**src/rtl/seg7_pkg.sv**
```systemverilog
package seg7_pkg;
  localparam int SEG_N  = 7;
  localparam int CODE_W = 4;
  typedef logic [SEG_N-1:0] seg_t;
  localparam seg_t SEG_OFF = '0;
  localparam seg_t SEG_ALL = '1;

  // bit 6 = a ... bit 0 = g
  function automatic seg_t glyph(input logic [CODE_W-1:0] code);
    case (code)
      4'd0: glyph = 7'h7E;
      4'd1: glyph = 7'h30;
      4'd2: glyph = 7'h6D;
      4'd3: glyph = 7'h79;
      4'd4: glyph = 7'h33;
      4'd5: glyph = 7'h5B;
      4'd6: glyph = 7'h5F;
      4'd7: glyph = 7'h70;
      4'd8: glyph = 7'h7F;
      4'd9: glyph = 7'h7B;
      default: glyph = SEG_OFF;
    endcase
  endfunction
endpackage

```
**src/rtl/bcd_hold_reg.sv**
```systemverilog
module bcd_hold_reg #(
  parameter int W = seg7_pkg::CODE_W
) (
  input  logic         clk_i,
  input  logic         rst_ni,
  input  logic [W-1:0] d_i,
  input  logic         hold_i,
  output logic [W-1:0] q_o
);
  always_ff @(posedge clk_i or negedge rst_ni) begin
    if (!rst_ni)      q_o <= '0;
    else if (!hold_i) q_o <= d_i;
  end
endmodule

```
**src/rtl/bcd_glyph_dec.sv**
```systemverilog
module bcd_glyph_dec
  import seg7_pkg::*;
#(
  parameter int W = CODE_W,
  parameter int MAX_DIGIT = 9
) (
  input  logic [W-1:0] code_i,
  input  logic         rip_in_i,
  output seg_t         seg_o,
  output logic         zero_o
);
  localparam logic [W-1:0] MAX_CODE = W'(MAX_DIGIT);

  always_comb begin
    zero_o = (code_i == '0);
    if (code_i > MAX_CODE)       seg_o = SEG_OFF;
    else if (zero_o && rip_in_i) seg_o = SEG_OFF;
    else                         seg_o = glyph(code_i);
  end
endmodule

```
**src/rtl/seg_force.sv**
```systemverilog
module seg_force #(
  parameter int N = seg7_pkg::SEG_N
) (
  input  logic [N-1:0] seg_i,
  input  logic         lamp_test_ni,
  input  logic         blank_ni,
  output logic [N-1:0] seg_o
);
  // lamp test beats blanking on every segment
  for (genvar i = 0; i < N; i++) begin : g_seg
    assign seg_o[i] = !lamp_test_ni | (blank_ni & seg_i[i]);
  end
endmodule

```
**src/rtl/bcd_seg_latch_dec.sv**
```systemverilog
module bcd_seg_latch_dec
  import seg7_pkg::*;
(
  input  logic              clk_i,
  input  logic              rst_ni,
  input  logic [CODE_W-1:0] bcd_i,
  input  logic              hold_i,
  input  logic              lamp_test_ni,
  input  logic              blank_ni,
  input  logic              rip_in_i,
  output logic [SEG_N-1:0]  seg_o,
  output logic              rip_out_o
);
  logic [CODE_W-1:0] code_q;
  seg_t              seg_dec;
  logic              code_zero;

  bcd_hold_reg #(.W(CODE_W)) u_reg (
    .clk_i (clk_i),
    .rst_ni(rst_ni),
    .d_i   (bcd_i),
    .hold_i(hold_i),
    .q_o   (code_q)
  );

  bcd_glyph_dec #(.W(CODE_W)) u_dec (
    .code_i  (code_q),
    .rip_in_i(rip_in_i),
    .seg_o   (seg_dec),
    .zero_o  (code_zero)
  );

  seg_force #(.N(SEG_N)) u_force (
    .seg_i       (seg_dec),
    .lamp_test_ni(lamp_test_ni),
    .blank_ni    (blank_ni),
    .seg_o       (seg_o)
  );

  // ripple output ignores the overrides
  assign rip_out_o = rip_in_i & code_zero;
endmodule

```
**config.mk**
```make
export PLATFORM = sky130hd
export DESIGN_NAME = bcd_seg_latch_dec
export DESIGN_NICKNAME = d
export VERILOG_FILES = /design/src/rtl/seg7_pkg.sv /design/src/rtl/bcd_hold_reg.sv /design/src/rtl/bcd_glyph_dec.sv /design/src/rtl/seg_force.sv /design/src/rtl/bcd_seg_latch_dec.sv
export SDC_FILE = /design/constraint.sdc
export NUM_CORES = 1
export LEC_CHECK = 0
export BUFFER_PORTS_ARGS = -buffer_cell sky130_fd_sc_hd__buf_2
export CAP_MARGIN = 30
export CELL_PAD_IN_SITES_DETAIL_PLACEMENT = 1
export CELL_PAD_IN_SITES_GLOBAL_PLACEMENT = 1
export CORE_AREA = 4 4 41 43
export CTS_CLUSTER_SIZE = 8
export DETAILED_ROUTE_END_ITERATION = 16
export DIE_AREA = 0 0 45 47
export GPL_TIMING_DRIVEN = 0
export PLACE_DENSITY_LB_ADDON = 0.1
export SETUP_SLACK_MARGIN = 0.2
export SLEW_MARGIN = 25
export SYNTH_ARGS = -nofsm -noshare
export SYNTH_HDL_FRONTEND = slang
export SYNTH_SLANG_ARGS = --single-unit
```
**constraint.sdc**
```tcl
create_clock -name clk_i -period 2 [get_ports clk_i]
set_input_delay 0.1 -clock clk_i [delete_from_list [all_inputs] [get_ports clk_i]]
set_output_delay 0.1 -clock clk_i [all_outputs]
set_load 0.01 [all_outputs]
```
# After elaboration in Yosys (flattened, before gate mapping)
# Memory sizes are Yosys's and may differ from the RTL's.
# Index checks and enable logic that the tools add are counted.
[word_totals] rom_bits=112 inputBits=10 mem_count=1 regBits=4 word_cells=23 output_inout_bits=8
[classes] n_reduce_logical=3 order_cmp=1 bitwise_logic=15 n_mux=2
[mem_list] memory="(no name shown)" words=16 word_bits=7 rd=1 rd_ports_with_merged_regs=0 write_ports=0 line_no="seg7_pkg.sv:10" source="case (code)"
[ops] cell="2-to-1 mux 7 bit" count=2
[ops] cell="bitwise AND 1 bit" count=8
[ops] cell="OR 1 bit" count=7
[ops] cell="greater-than comparator 4 bit, second input constant" count=1
[ops] cell="zero test 4 bit" count=1
[ops] cell="logical AND 1 bit" count=1
[ops] cell="zero test 1 bit" count=1

# Depth between registers and ports, before layout
[depth] word_depth=6 mapped_depth=5

# Cells and area by module
# A second synthesis with hierarchy kept.
[hier_totals] hier_cells=51 hier_area_um2=484.2
[by_module_without_submodules] module="bcd_glyph_dec" area_each_um2=262.8 n_inst=1 cells_each=35
[by_module_without_submodules] module="bcd_hold_reg" area_each_um2=145.1 n_inst=1 cells_each=8
[by_module_without_submodules] module="seg_force" area_each_um2=70.1 n_inst=1 cells_each=7
[by_module_without_submodules] module="bcd_seg_latch_dec" area_each_um2=6.3 n_inst=1 cells_each=1

# Worst setup path before layout
# OpenSTA, ideal clock, no wires.
[synth_timing] path_kind="reg2out" start="register u_reg.q_o[1]" end="output port seg_o[2]" path_slack_ps=526 required_time_ps=1900 t_arrival_ps=1374 path_stages_with_launch=6 cell_sequence="dfrtp_1 > inv_1 > ha_1 > and4bb_1 > a221o_1 > o21ai_2"
[synth_via] elab_chain_cells=6 elab_cells_between_ends=8 classes_between="order compare: 1; mux: 2; bitwise: 2; reduce/logical: 2; memory: 1"
[synth_rtl] element="from (decl)" line_no="bcd_hold_reg.sv:8" source="output logic [W-1:0] q_o"
[synth_rtl] element="from (signal assigned)" line_no="bcd_hold_reg.sv:12" source="else if (!hold_i) q_o <= d_i;"
[synth_rtl] element="parallel branches: the longest is 3 deep, another holds memory (16 x 7 bit)"
[synth_rtl] element="2-to-1 mux 7 bit *" line_no="bcd_glyph_dec.sv:16" source="if (code_i > MAX_CODE) seg_o = SEG_OFF;"
[synth_rtl] element="bitwise AND 1 bit *" line_no="seg_force.sv:11" source="assign seg_o[i] = !lamp_test_ni | (blank_ni & seg_i[i]);"
[synth_rtl] element="OR 1 bit *" line_no="seg_force.sv:11"
[synth_rtl] element="to (decl)" line_no="bcd_seg_latch_dec.sv:11" source="output logic [SEG_N-1:0] seg_o,"
# Every way passes the cells marked *.

# Worst setup path after layout
[layout_timing] start="register u_reg.q_o[0]" end="output port seg_o[2]"
# The elaborated chain is that of the path after synthesis.

==> run metrics <==
status=finished clean; Multi-input gate area=339 um^2; drt pass-1 iters=4; Max Freq=roughly 0.57 GHz; total number of vias=~450; GRT Residual Overflow=0; unrepaired setup endpoints after global routing=yes; Routed WL=1210 um; PnR worst setup slack=0.238 ns; Critical Path End Type=output pin; core box area=1300 um^2; Yosys reg bits=4; sequential share of the synthesized area=23.7%; largest net degree at the start of global routing=11; port bufs=17; Tcrit/Tclk final=between 80% and 90%; static leakage=0.273 nW; Hold Violations, Final=0; switching share of power=approximately a third; ratio of cells with drive above 1 in the final layout=~53%; CP arrival=approximately 1.7 ns; clock buffer depth=2; mux cell area share after synthesis=10.7%; Layout area overhead=45.9%; vias in the first global route=426; initial DRC count=3; max cap viols=0; setup violators final=0; fillers=170; WL/cell=13.9 um; Synth Area in Compound Gates=23.7%; first-pass GRT wire length=1900 um; adder and majority cell fraction of the synthesized area=14.8%; Top Registers=u_reg.q_o (4); P_int=0.000233 W; Die Y=between 40 and 50 um; Die Wd=45 um; DR DRC count=0; Detailed Place HPWL=around 910 um; Yosys top cell area share=23.7%; initial core utilization=32.5%; CP Data Required Time=~1.9 ns; Slew Viols, Final=0; Comb power frac=43.8%; largest family of logic cells by synthesized area=compound AO/OA/AOI/OAI gates; CP max-delay cell=dfrtp_2; Gate Count Post-Synth=about 50; xor/xnor share of the synthesized area=0%; Syn Area/Cell=8.63 um^2; Rows=13; Antenna Cells=0; worst reg2reg path depth=2; CP max FO=4; CP Class=flip-flop to output pin; Worst Tran Pin Value=0.239 ns; sequential share of power=~28%; Final nets=89; Worst IR Drop VDD=0.371 mV; Psw=0.000119 W; largest register by flop count=u_reg.q_o; critical path depth in cells=6; Clk network pwr share=28.2%; slowest cell delay on critical path=0.44 ns; syn_nets=64; later-pin clock latency in the skew report=about 0.24 ns; CP Launch Type=flip-flop; WHS Path Cells=2; post-synth cell types=23; Tot GR Track Use=13.3%; Hold WC Path Type=input port to flip-flop; dpl ws=0.274 ns; total clock sinks=4; Post-DRT Antenna Nets=0; Largest register FFs=4; Final min period=1.76 ns; Placer Congestion=0.686; setup TNS=0 ns; worst clock skew=0 ns; simple-gate portion of the synthesized area=22.2%; clk root buf=clkbuf_4; CTS HTree Levels=1; pwr dens=between 500 and 600 nW/um^2; area leader, netlist=dfrtp_1; CTS clock-pin slew for the worst setup and hold paths=0.04 ns; Buf/Inv on CP=2; antenna violations before repair=0; vias per cell=between 5 and 6; storage element area=just over 100 um^2; Die ar.=2120 um^2; YS warnings=0; Syn Std Cell Area=423 um^2; Rel. slew slack=about 84%; CTS tree=yes; Inserted Clock Buffers=3; io pins=18; CP Cell Sequence=inv_4 > ha_2 > o21bai_2 > a221o_1 > o21ai_2 > buf_2; synth top area cells=dfrtp_1, ha_1, mux2_2; kind of cell adding the most delay to the critical path=compound AO/OA/AOI/OAI gates
[placed cells by master, fill, tap and decap left out, drive strengths merged]
| cell type | count |
|---|---|
| a21oi | 1 |
| clkbuf | 3 |
| inv | 3 |
| and2 | 1 |
| a221o | 1 |
| o21ai | 7 |
| ha | 5 |
| nor3 | 2 |
| o21a | 1 |
| nand2b | 2 |
| nand3b | 2 |
| dfrtp | 4 |
| nand2 | 1 |
| buf | 21 |
| a2bb2oi | 1 |
| nor2b | 1 |
| mux2 | 4 |
| nor3b | 1 |
| a211oi | 1 |
| dlygate4sd3 | 1 |
| and4bb | 1 |
| nor2 | 4 |
| nand3 | 1 |
| o21bai | 3 |
[timing repair]
item                       in CTS  in global routing
pin swaps                       0                  1
hold buffers                    1                  0
hold endpoints to repair        4                  0
setup buffers                   1                  1
setup endpoints to repair       6                  6
gates resized for setup         7                  5
[layout make-up]
cell class / instances / share of cell area (%)
Sequential cell: 4 / 16.6
Inverter: 3 / 2.23
Multi-Input combinational cell: 40 / 55.0
Timing Repair Buffer: 20 / 17.8
Buffer: 2 / 1.62
Tap cell: 15 / 3.04
Clock buffer: 3 / 3.65
[metal layers]
metal	track usage [%]	up-vias	part of all wire [%]
li1	-	223	-
met1	14.7	208	40
met2	22.3	16	51
met3	3.45	2	7.8
met4	8.77	0	1.2
met5	0	-	0
[synth_stat cells, drive strengths merged]
cell type	number
o21ai	7
ha	5
dfrtp	4
mux2	4
nor2	4
inv	3
o21bai	3
buf	2
nand2b	2
nand3b	2
nor3	2
a211oi	1
a21oi	1
a221o	1
a2bb2oi	1
and2	1
and4bb	1
nand2	1
nand3	1
nor2b	1
nor3b	1
o21a	1
[final timing paths]
path	end	slack, ns	startpoint
max	seg_o[2]	0.24	u_reg.q_o[0]$_DFFE_PN0N_
min	u_reg.q_o[0]$_DFFE_PN0N_	0.09	bcd_i[0]
max reg2reg	u_reg.q_o[2]$_DFFE_PN0N_	1.04	u_reg.q_o[2]$_DFFE_PN0N_
min reg2reg	u_reg.q_o[0]$_DFFE_PN0N_	0.62	u_reg.q_o[0]$_DFFE_PN0N_
max in group asynchronous	u_reg.q_o[1]$_DFFE_PN0N_	1.68	rst_ni
min in group asynchronous	u_reg.q_o[0]$_DFFE_PN0N_	0.19	rst_ni
[power by group through the flow]
stage          Clock (W)  Sequential [W]  Combinational (W)
6_report       0.0000991       0.0000985           0.000154
3_5_place_dp           0       0.0000996           0.000127
3_3_place_gp           0       0.0000996           0.000125
4_1_cts         0.000106       0.0000968           0.000140
5_1_grt         0.000112        0.000100           0.000172
2_1_floorplan          0       0.0000967          0.0000832
[stage by stage]
step / instances / hold WS (ns) / cell area (um^2) / util [%] / total power [W]
2_1_floorplan: 49 / -0.196 / 423 / - / 0.000180
3_3_place_gp: 81 / -0.0908 / 527 / 40.5 / 0.000224
3_5_place_dp: 81 / -0.0901 / 527 / 40.5 / 0.000226
4_1_cts: 86 / 0.0846 / 582 / 44.7 / 0.000343
5_1_grt: 87 / 0.0911 / 617 / 47.4 / 0.000384
6_report: 87 / 0.0948 / 617 / 47.4 / 0.000352
[cells by family (layout without fill, tap and decap cells)]
kind of cell | Yosys count | after routing
mux | 4 | 4
fa+ha+maj | 5 | 5
compound gates | 15 | 15
flops | 4 | 4
buf+inv | 5 | 28
simple gates | 16 | 16
Note: power is estimated with default switching activity, not from simulation.
